[src/rtl/kdisp_pkg.sv]
`timescale 1ns/1ps
package kdisp_pkg;
  // Dispatcher sequencing: waiting for a placeable head, or streaming its config.
  typedef enum logic {
    KD_IDLE = 1'b0,
    KD_CFG  = 1'b1
  } kd_state_e;
endpackage

[src/rtl/kdisp_queue.sv]
`timescale 1ns/1ps
module kdisp_queue #(
  parameter int W     = 4,
  parameter int DEPTH = 8,
  localparam int PTR_W = (DEPTH > 1) ? $clog2(DEPTH) : 1,
  localparam int CNT_W = $clog2(DEPTH + 1)
) (
  input  logic             clk,
  input  logic             rst_n,
  input  logic             push_i,
  input  logic [W-1:0]     din_i,
  input  logic             pop_i,
  output logic [W-1:0]     dout_o,
  output logic [CNT_W-1:0] count_o,
  output logic             full_o,
  output logic             empty_o
);
  logic [W-1:0]     mem [DEPTH];
  logic [PTR_W-1:0] wptr, rptr;
  logic [CNT_W-1:0] cnt;

  function automatic logic [PTR_W-1:0] nxt(input logic [PTR_W-1:0] p);
    return (int'(p) == DEPTH - 1) ? '0 : p + 1'b1;
  endfunction

  assign full_o  = (int'(cnt) == DEPTH);
  assign empty_o = (cnt == '0);
  assign count_o = cnt;
  assign dout_o  = mem[rptr];

  always_ff @(posedge clk) begin
    if (!rst_n) begin
      wptr <= '0;
      rptr <= '0;
      cnt  <= '0;
    end else begin
      if (push_i) wptr <= nxt(wptr);
      if (pop_i)  rptr <= nxt(rptr);
      if (push_i && !pop_i)      cnt <= cnt + 1'b1;
      else if (pop_i && !push_i) cnt <= cnt - 1'b1;
    end
  end

  always_ff @(posedge clk) begin
    if (push_i) mem[wptr] <= din_i;
  end
endmodule

[src/rtl/kdisp_fit.sv]
`timescale 1ns/1ps
module kdisp_fit #(
  parameter int NREG = 8,
  localparam int LEN_W  = $clog2(NREG + 1),
  localparam int RIDX_W = (NREG > 1) ? $clog2(NREG) : 1
) (
  input  logic [NREG-1:0]   occ_i,
  input  logic [LEN_W-1:0]  len_i,
  output logic              found_o,
  output logic [RIDX_W-1:0] base_o,
  output logic [NREG-1:0]   mask_o
);
  logic [NREG-1:0] fit_vec;

  // One candidate checker per possible base region.
  for (genvar b = 0; b < NREG; b++) begin : g_cand
    logic ok;
    always_comb begin
      ok = (len_i != '0) && (b + int'(len_i) <= NREG);
      for (int i = 0; i < NREG; i++) begin
        if (i >= b && i < b + int'(len_i) && occ_i[i]) ok = 1'b0;
      end
    end
    assign fit_vec[b] = ok;
  end

  // Lowest-numbered candidate wins.
  always_comb begin
    found_o = 1'b0;
    base_o  = '0;
    for (int b = NREG - 1; b >= 0; b--) begin
      if (fit_vec[b]) begin
        found_o = 1'b1;
        base_o  = RIDX_W'(b);
      end
    end
  end

  always_comb begin
    mask_o = '0;
    for (int i = 0; i < NREG; i++) begin
      mask_o[i] = found_o && (i >= int'(base_o)) && (i < int'(base_o) + int'(len_i));
    end
  end
endmodule

[src/rtl/kdisp_reloc.sv]
`timescale 1ns/1ps
module kdisp_reloc #(
  parameter int NREG    = 8,
  parameter int ADDR_W  = 32,
  parameter int FIELD_W = 8,
  localparam int LEN_W  = $clog2(NREG + 1),
  localparam int RIDX_W = (NREG > 1) ? $clog2(NREG) : 1
) (
  input  logic [ADDR_W-1:0] addr_i,
  input  logic [RIDX_W-1:0] base_i,
  input  logic [LEN_W-1:0]  len_i,
  output logic [ADDR_W-1:0] addr_o,
  output logic              in_span_o
);
  logic [FIELD_W-1:0] offs;
  logic [FIELD_W-1:0] moved;

  assign offs      = addr_i[FIELD_W-1:0];
  assign in_span_o = int'(offs) < int'(len_i);
  assign moved     = FIELD_W'(base_i) + offs;
  assign addr_o    = {addr_i[ADDR_W-1:FIELD_W], moved};
endmodule

[src/rtl/kdisp.sv]
`timescale 1ns/1ps
module kdisp #(
  parameter int NREG    = 8,
  parameter int QDEPTH  = 8,
  parameter int ADDR_W  = 32,
  parameter int DATA_W  = 32,
  parameter int FIELD_W = 8,
  localparam int LEN_W  = $clog2(NREG + 1),
  localparam int CNT_W  = $clog2(QDEPTH + 1),
  localparam int RIDX_W = (NREG > 1) ? $clog2(NREG) : 1
) (
  input  logic              clk,
  input  logic              rst_n,
  input  logic              req_valid_i,
  output logic              req_ready_o,
  input  logic [LEN_W-1:0]  req_len_i,
  input  logic              cfg_in_valid_i,
  output logic              cfg_in_ready_o,
  input  logic [ADDR_W-1:0] cfg_in_addr_i,
  input  logic [DATA_W-1:0] cfg_in_data_i,
  input  logic              cfg_in_last_i,
  output logic              cfg_out_valid_o,
  input  logic              cfg_out_ready_i,
  output logic [ADDR_W-1:0] cfg_out_addr_o,
  output logic [DATA_W-1:0] cfg_out_data_o,
  output logic              cfg_out_last_o,
  output logic [NREG-1:0]   start_o,
  input  logic [NREG-1:0]   done_i,
  output logic [NREG-1:0]   irq_o,
  input  logic [NREG-1:0]   irq_ack_i,
  output logic [NREG-1:0]   occ_o,
  output logic [CNT_W-1:0]  q_count_o,
  output logic              cfg_err_o
);
  import kdisp_pkg::*;

  kd_state_e        state;
  logic [NREG-1:0]  occ, run, irq, start_q;
  logic [LEN_W-1:0] len_tab [NREG];
  logic [RIDX_W-1:0] cur_base;
  logic [LEN_W-1:0] cur_len;
  logic [NREG-1:0]  cur_mask;
  logic             err_q;

  // Queue
  logic             q_full, q_empty, q_push, q_pop;
  logic [LEN_W-1:0] head_len;

  assign q_push      = req_valid_i && !q_full;
  assign req_ready_o = !q_full;

  kdisp_queue #(.W(LEN_W), .DEPTH(QDEPTH)) u_queue (
    .clk     (clk),
    .rst_n   (rst_n),
    .push_i  (q_push),
    .din_i   (req_len_i),
    .pop_i   (q_pop),
    .dout_o  (head_len),
    .count_o (q_count_o),
    .full_o  (q_full),
    .empty_o (q_empty)
  );

  // Allocation against registered occupancy
  logic              fit_found;
  logic [RIDX_W-1:0] fit_base;
  logic [NREG-1:0]   fit_mask;
  logic              dispatch;

  kdisp_fit #(.NREG(NREG)) u_fit (
    .occ_i   (occ),
    .len_i   (head_len),
    .found_o (fit_found),
    .base_o  (fit_base),
    .mask_o  (fit_mask)
  );

  assign dispatch = (state == KD_IDLE) && !q_empty && fit_found;
  assign q_pop    = dispatch;

  // Relocation on the configuration stream
  logic in_span, in_cfg, word_acc, finish;

  kdisp_reloc #(.NREG(NREG), .ADDR_W(ADDR_W), .FIELD_W(FIELD_W)) u_reloc (
    .addr_i    (cfg_in_addr_i),
    .base_i    (cur_base),
    .len_i     (cur_len),
    .addr_o    (cfg_out_addr_o),
    .in_span_o (in_span)
  );

  assign in_cfg          = (state == KD_CFG);
  assign cfg_out_valid_o = in_cfg && cfg_in_valid_i && in_span;
  assign cfg_in_ready_o  = in_cfg && (cfg_out_ready_i || !in_span);
  assign cfg_out_data_o  = cfg_in_data_i;
  assign cfg_out_last_o  = cfg_in_last_i;
  assign word_acc        = cfg_in_valid_i && cfg_in_ready_o;
  assign finish          = word_acc && cfg_in_last_i;

  // Completion and release
  logic [NREG-1:0] done_hit, ack_hit, free_mask;

  assign done_hit = done_i & run;
  assign ack_hit  = irq_ack_i & irq;

  always_comb begin
    free_mask = '0;
    for (int b = 0; b < NREG; b++) begin
      for (int i = 0; i < NREG; i++) begin
        if (ack_hit[b] && i >= b && i < b + int'(len_tab[b])) free_mask[i] = 1'b1;
      end
    end
  end

  always_ff @(posedge clk) begin
    if (!rst_n) begin
      state    <= KD_IDLE;
      occ      <= '0;
      run      <= '0;
      irq      <= '0;
      start_q  <= '0;
      cur_base <= '0;
      cur_len  <= '0;
      cur_mask <= '0;
      err_q    <= 1'b0;
      for (int b = 0; b < NREG; b++) len_tab[b] <= '0;
    end else begin
      occ     <= (occ & ~free_mask) | (dispatch ? fit_mask : '0);
      run     <= (run & ~done_hit) | (finish ? (NREG'(1) << cur_base) : '0);
      irq     <= (irq & ~ack_hit) | done_hit;
      start_q <= finish ? cur_mask : '0;
      if (word_acc && !in_span) err_q <= 1'b1;
      if (dispatch) begin
        state             <= KD_CFG;
        cur_base          <= fit_base;
        cur_len           <= head_len;
        cur_mask          <= fit_mask;
        len_tab[fit_base] <= head_len;
      end else if (finish) begin
        state <= KD_IDLE;
      end
    end
  end

  assign occ_o     = occ;
  assign irq_o     = irq;
  assign start_o   = start_q;
  assign cfg_err_o = err_q;
endmodule

[config.mk]
export PLATFORM = sky130hd
export DESIGN_NAME = kdisp
export DESIGN_NICKNAME = d
export VERILOG_FILES = /design/src/rtl/kdisp_pkg.sv /design/src/rtl/kdisp_queue.sv /design/src/rtl/kdisp_fit.sv /design/src/rtl/kdisp_reloc.sv /design/src/rtl/kdisp.sv
export SDC_FILE = /design/constraint.sdc
export NUM_CORES = 1
export LEC_CHECK = 0
export BUFFER_PORTS_ARGS = -buffer_cell sky130_fd_sc_hd__buf_2
export CORE_MARGIN = 3
export CORE_UTILIZATION = 35
export DETAILED_ROUTE_END_ITERATION = 10
export SLEW_MARGIN = 20
export SYNTH_ARGS = -nofsm -noshare
export SYNTH_HDL_FRONTEND = slang
export SYNTH_HIERARCHICAL = 1
export SYNTH_SLANG_ARGS = --single-unit
[constraint.sdc]
create_clock -name clk -period 5.3 [get_ports clk]
set_clock_uncertainty 0.05 [all_clocks]
set_input_delay 0.53 -clock clk [delete_from_list [all_inputs] [get_ports clk]]
set_output_delay 0.53 -clock clk [all_outputs]
set_load 0.03 [all_outputs]
======== After elaboration in Yosys (flattened, before gate mapping) ========
Memories as Yosys holds them, arrays and structs flattened. A register that Yosys moved wholly into a read port is not among the register bits.
Index checks and enable logic that the tools add are counted.
storage, ports and cells
  logic and storage cells ................. 371
  output and inout port bits .............. 97
  RAM bits ................................ 64
  register bits after elaboration ......... 59
  memories ................................ 2
cells by class
  add/subtract/negate cells ............... 20
  magnitude comparators ................... 96
  mux-type cells .......................... 107
  equality and inequality tests ........... 3
  bitwise gates (word level) .............. 12
  shift operators ......................... 1
  reduce and logical (&&, ||, !) cells .... 118
memories
  memory       depth  bits a word  read ports  clocked after memory_dff  wr ports  RTL line           RTL
  len_tab      8      4            8           0                         8         kdisp.sv:39        logic [LEN_W-1:0] len_tab [NREG];
  u_queue.mem  8      4            1           1                         1         kdisp_queue.sv:18  logic [W-1:0] mem [DEPTH];
operator list
  cell                                                                     number
  4-bit by 32-bit < comparator with 1-bit output (first input constant)    41
  3-bit by 32-bit < comparator with 1-bit output (first input constant)    12
  32-bit by 5-bit <= comparator with 1-bit output (second input constant)  7
  1-bit logical AND                                                        106
  2-bit by 32-bit < comparator with 1-bit output (first input constant)    3
  1-bit two-way mux                                                        89
  3-bit by 4-bit adder with 5-bit output (first input constant)            8
  8-bit AND                                                                5
  3-bit two-way mux                                                        13
  3-bit by 5-bit < comparator with 1-bit output (first input constant)     7
  1-bit by 32-bit < comparator with 1-bit output (first input constant)    1
  3-bit by 4-bit < comparator with 1-bit output (first input constant)     8
  8-bit inverter                                                           3
  8-bit OR                                                                 3
  2-bit by 4-bit adder with 5-bit output (first input constant)            4
  1-bit by 4-bit < comparator with 1-bit output (first input constant)     4
  2-bit by 4-bit < comparator with 1-bit output (first input constant)     4
  8-bit two-way mux                                                        2
  4-bit two-way mux                                                        3
  1-bit by 4-bit adder with 5-bit output (first input constant)            2
  3-bit greater-or-equal comparator (first input constant)                 3
  3-bit by 8-bit adder with 8-bit output                                   1
  8-bit by 4-bit < comparator with 1-bit output                            1
  1-bit by 3-bit left shift with 8-bit output (first input constant)       1
  17 further kinds                                                         26

======== Depth between registers and ports, before layout ========
  word-level depth ........................ 18
  depth in mapped cells ................... 25
  depth with buffers taken out ............ 20

======== By module ========
Netlist, hierarchy kept.
modules (own cells, without submodules)
  module       seq. area each (um^2)  cells each  area each (um^2)  instances
  kdisp        1,941.9                438         4,062.6           1
  kdisp_queue  1,221.2                120         1,895.6           1
  kdisp_fit    0.0                    157         1,158.6           1
  kdisp_reloc  0.0                    56          426.7             1

======== Least setup slack after synthesis ========
Ideal clock, no wire load.
  path type ............................... reg-to-reg
  start point ............................. register with a tool-made name
  end point ............................... register occ[3], in the netlist occ_o[3]
  data arrival time ....................... 4.807 ns
  path buffers ............................ 2
  period minus slack after synthesis ...... 4.972 ns
  stages on the path, launching flop included .. 22
  required time ........................... 5.135 ns
  library setup time ...................... 0.115 ns
  slack ................................... 0.328 ns
  cells stage by stage .................... dfxtp_1 > buf_6 > mux4_1 > mux2_2 > inv_1 > ha_1 > buf_6 > xor2_1 > o21ai_1 > a221oi_2 > nor4_1 > a2111oi_2 > nor3_1 > ha_1 > fa_1 > or4_1 > a21o_1 > nor2_1 > nor2_1 > nand2_1 > o31ai_2 > and2_1
RTL lines
  item                    RTL line      RTL
  end signal: assignment  kdisp.sv:128  occ <= (occ & ~free_mask) | (dispatch ? fit_mask : '0);
  end: declaration        kdisp.sv:38   logic [NREG-1:0] occ, run, irq, start_q;

==> impl_metrics.tcl <==
set metrics [dict create \
    dp_hpwl_um 13200 \
    cts_tree "done" \
    postLayoutCoreUtil_pct 40.4 \
    synth_edf_count 64 \
    fp-row-count 53 \
    path_max_fanout 8 \
    drt_first_pass_iters 5 \
    synth_top_area_share_pct 25.5 \
    hold_viol 0 \
    synth_most_common_cell "nand2_1" \
    path_clk_slew_ns 0.06 \
    end_kind "flip-flop" \
    vias 5694 \
    fillCellCount 2092 \
    grt_usage_pct 15.1 \
    nNetsFinal 942 \
    synthTopCellsByCount "87 x nand2_1, 64 x edfxtp_1, 62 x dfxtp_1, 58 x buf_4, 48 x and2_1" \
    die-area_um2 23400 \
    synth-async-reset-ratio_pct 0 \
    grt_pass1_vias 5426 \
    worst_hold_slack_ns 0.269 \
    cp.arrival_ns 5.25 \
    critPathLaunchType "flip-flop" \
    crit_required_ns 5.55 \
    yosys_warnings 6 \
    routed_wl_um 17600 \
    n_antenna_cell 0 \
    core_area_um2 21100 \
    start_util_pct 35.8 \
    antenna_found_initial 0 \
    yosys-top-cells-area "edfxtp_1 25%, dfxtp_1 16%, ha_1 6.8%" \
    antenna_left 0 \
    cts_buffers 17 \
    worstMarginPinSlew_ns 0.672 \
    synth.avg_cell_area_um2 9.78 \
    io_pins 187 \
    dp.cells 1064 \
    area_delta_synth_final_pct 12.9 \
    synth_cells 771 \
    powerDensity_nw_per_um2 716 \
    power_leakage_nw 3.36 \
    synth_area_leader_cell "edfxtp_1" \
    wl_per_cell_um 16.1 \
    relSlewSlack_pct 54.8 \
    cts_buffer_depth 2 \
    grt_max_degree 37 \
    ctsHoldBuffers 0 \
    gp_routability_congestion 0.897 \
    grt_pass1_wl_um 28100 \
    maxCapViolations 0 \
    clock_sinks 126 \
    worstSetupPathType "reg -> reg" \
    cts.htree.levels 4 \
    drive_gt1_share_pct 19.2 \
    max_clock_freq_mhz 200 \
    drc_errors 0 \
    insertion_delay_ns 0.41 \
    fin_cells 1096 \
    syn_area_um2 7540 \
    setup-violations-final 0 \
    setup_tns_ns 0 \
    synth_fp_nets 905 \
    synth-seq-cells 126 \
    ys_seq_area_share_pct 41.9 \
    yosys_most_used_dff "edfxtp_1" \
    ir_worst_vdd_mv 0.355 \
    grt_overflow_total 0 \
    cts_root_buffer "clkbuf_16" \
    die_w_um 153 \
    die_y_um 153 \
    port_buffers 74 \
    viasPerCell 5.20 \
    ys_types 76 \
    fin_crit_sh_pct 94.3 \
    slew_viol_final 0 \
    status "finished clean" \
    hold_class "in -> reg" \
    period_needed_ns 5.00 \
    drtIter0Drc 400 \
]
final cells by class:
type                       count  area, µm²  area share [%]
inverter                      33        124            1.45
tap                          275        344            4.04
clock buffer                  17        425            4.99
sequential                   126       3160            37.1
timing repair buffer          95        528            6.20
clock inverter                15        189            2.22
multi-input combinational    535       3740            43.9
metal layers:
layer / global-route usage, % / routed length [µm] / vias to the layer above / part of all wire (%)
li1: - / - / 2803 / -
met1: 20.7 / 8550 / 2746 / 48
met2: 23.5 / 8010 / 117 / 45
met3: 3.34 / 715 / 28 / 4.1
met4: 5.30 / 362 / 0 / 2.1
met5: 0 / 0 / - / 0
sequential cells by signal, summed over array words and instances, names as in the netlist, named ones only:
register / cells
len_tab: 32
u_queue/mem: 32
cur_mask: 8
irq_o: 8
occ_o: 8
run: 8
start_o: 8
cur_len: 4
u_queue/count_o: 4
cur_base: 3
u_queue/rptr: 3
u_queue/wptr: 3
cfg_err_o: 1
in_cfg: 1
timing repair:
| action | CTS | global route |
|---|---|---|
| endpoints found under the setup margin | 0 | 15 |
| gates resized for setup | 0 | 9 |
| buffers inserted | 0 | 0 |
report_power, final:
part           switching, W  internal, W
Combinational       0.00206      0.00136
Sequential         0.000227      0.00125
Clock              0.000478     0.000721
cells in the final DEF, fill, tap and decap left out, types with 17 or more instances in the layout:
cell type,n
ha_1,41
clkbuf_16,17
a21oi_1,34
nand2_1,87
and2_1,48
nand2b_1,25
a21boi_1,20
nor3_1,17
buf_4,21
nor2_1,34
nand3_1,18
buf_2,74
inv_1,29
edfxtp_1,64
dfxtp_1,61
path summary, 6_finish.rpt:
path / start / depth (start not counted) / slack, ns / to
max: flip-flop / 20 / 0.30 / occ_o[3]
min: done_i[7] / 2 / 0.27 / run[7]
max reg2reg: flip-flop / 20 / 0.30 / occ_o[3]
min reg2reg: cur_len[0] / 2 / 0.40 / cur_len[0]
logic make-up (layout without fill, tap and decap cells):
logic type      after synthesis  in the layout  synth area share [%]
simple gates                291            291                  20.5
compound gates              166            166                  15.1
flops                       126            126                  41.9
buf+inv                     110            160                  8.82
fa+ha+maj                    44             44                  7.60
mux                          18             18                  4.18
xor+xnor                     16             16                  1.96
per-stage QoR:
step                      power, W  cell area [µm²]  setup WS, ns
after global placement     0.00485             7870         0.243
after floorplan            0.00393             7540         0.328
after detailed placement   0.00485             7870        0.0995
final                      0.00610             8520         0.300
after CTS                  0.00607             8490        0.0789
after global routing       0.00656             8520       -0.0344
critical path, stage by stage, from the launching register on:
cell and delay [ns]:
dfxtp_2 0.44, mux4_1 0.59, mux2_2 0.29, inv_1 0.13, buf_4 0.14, ha_1 0.19, nand3b_1 0.12, a2bb2oi_2 0.19
o2111a_1 0.28, nor4_1 0.09, a2111oi_2 0.34, nor3_1 0.11, ha_1 0.22, fa_1 0.40, or4_1 0.53, a21o_1 0.24
nor2_2 0.17, nor2_1 0.06, nand2_1 0.09, o31ai_2 0.06, and2_1 0.16
(Power assumes the default switching activity.)
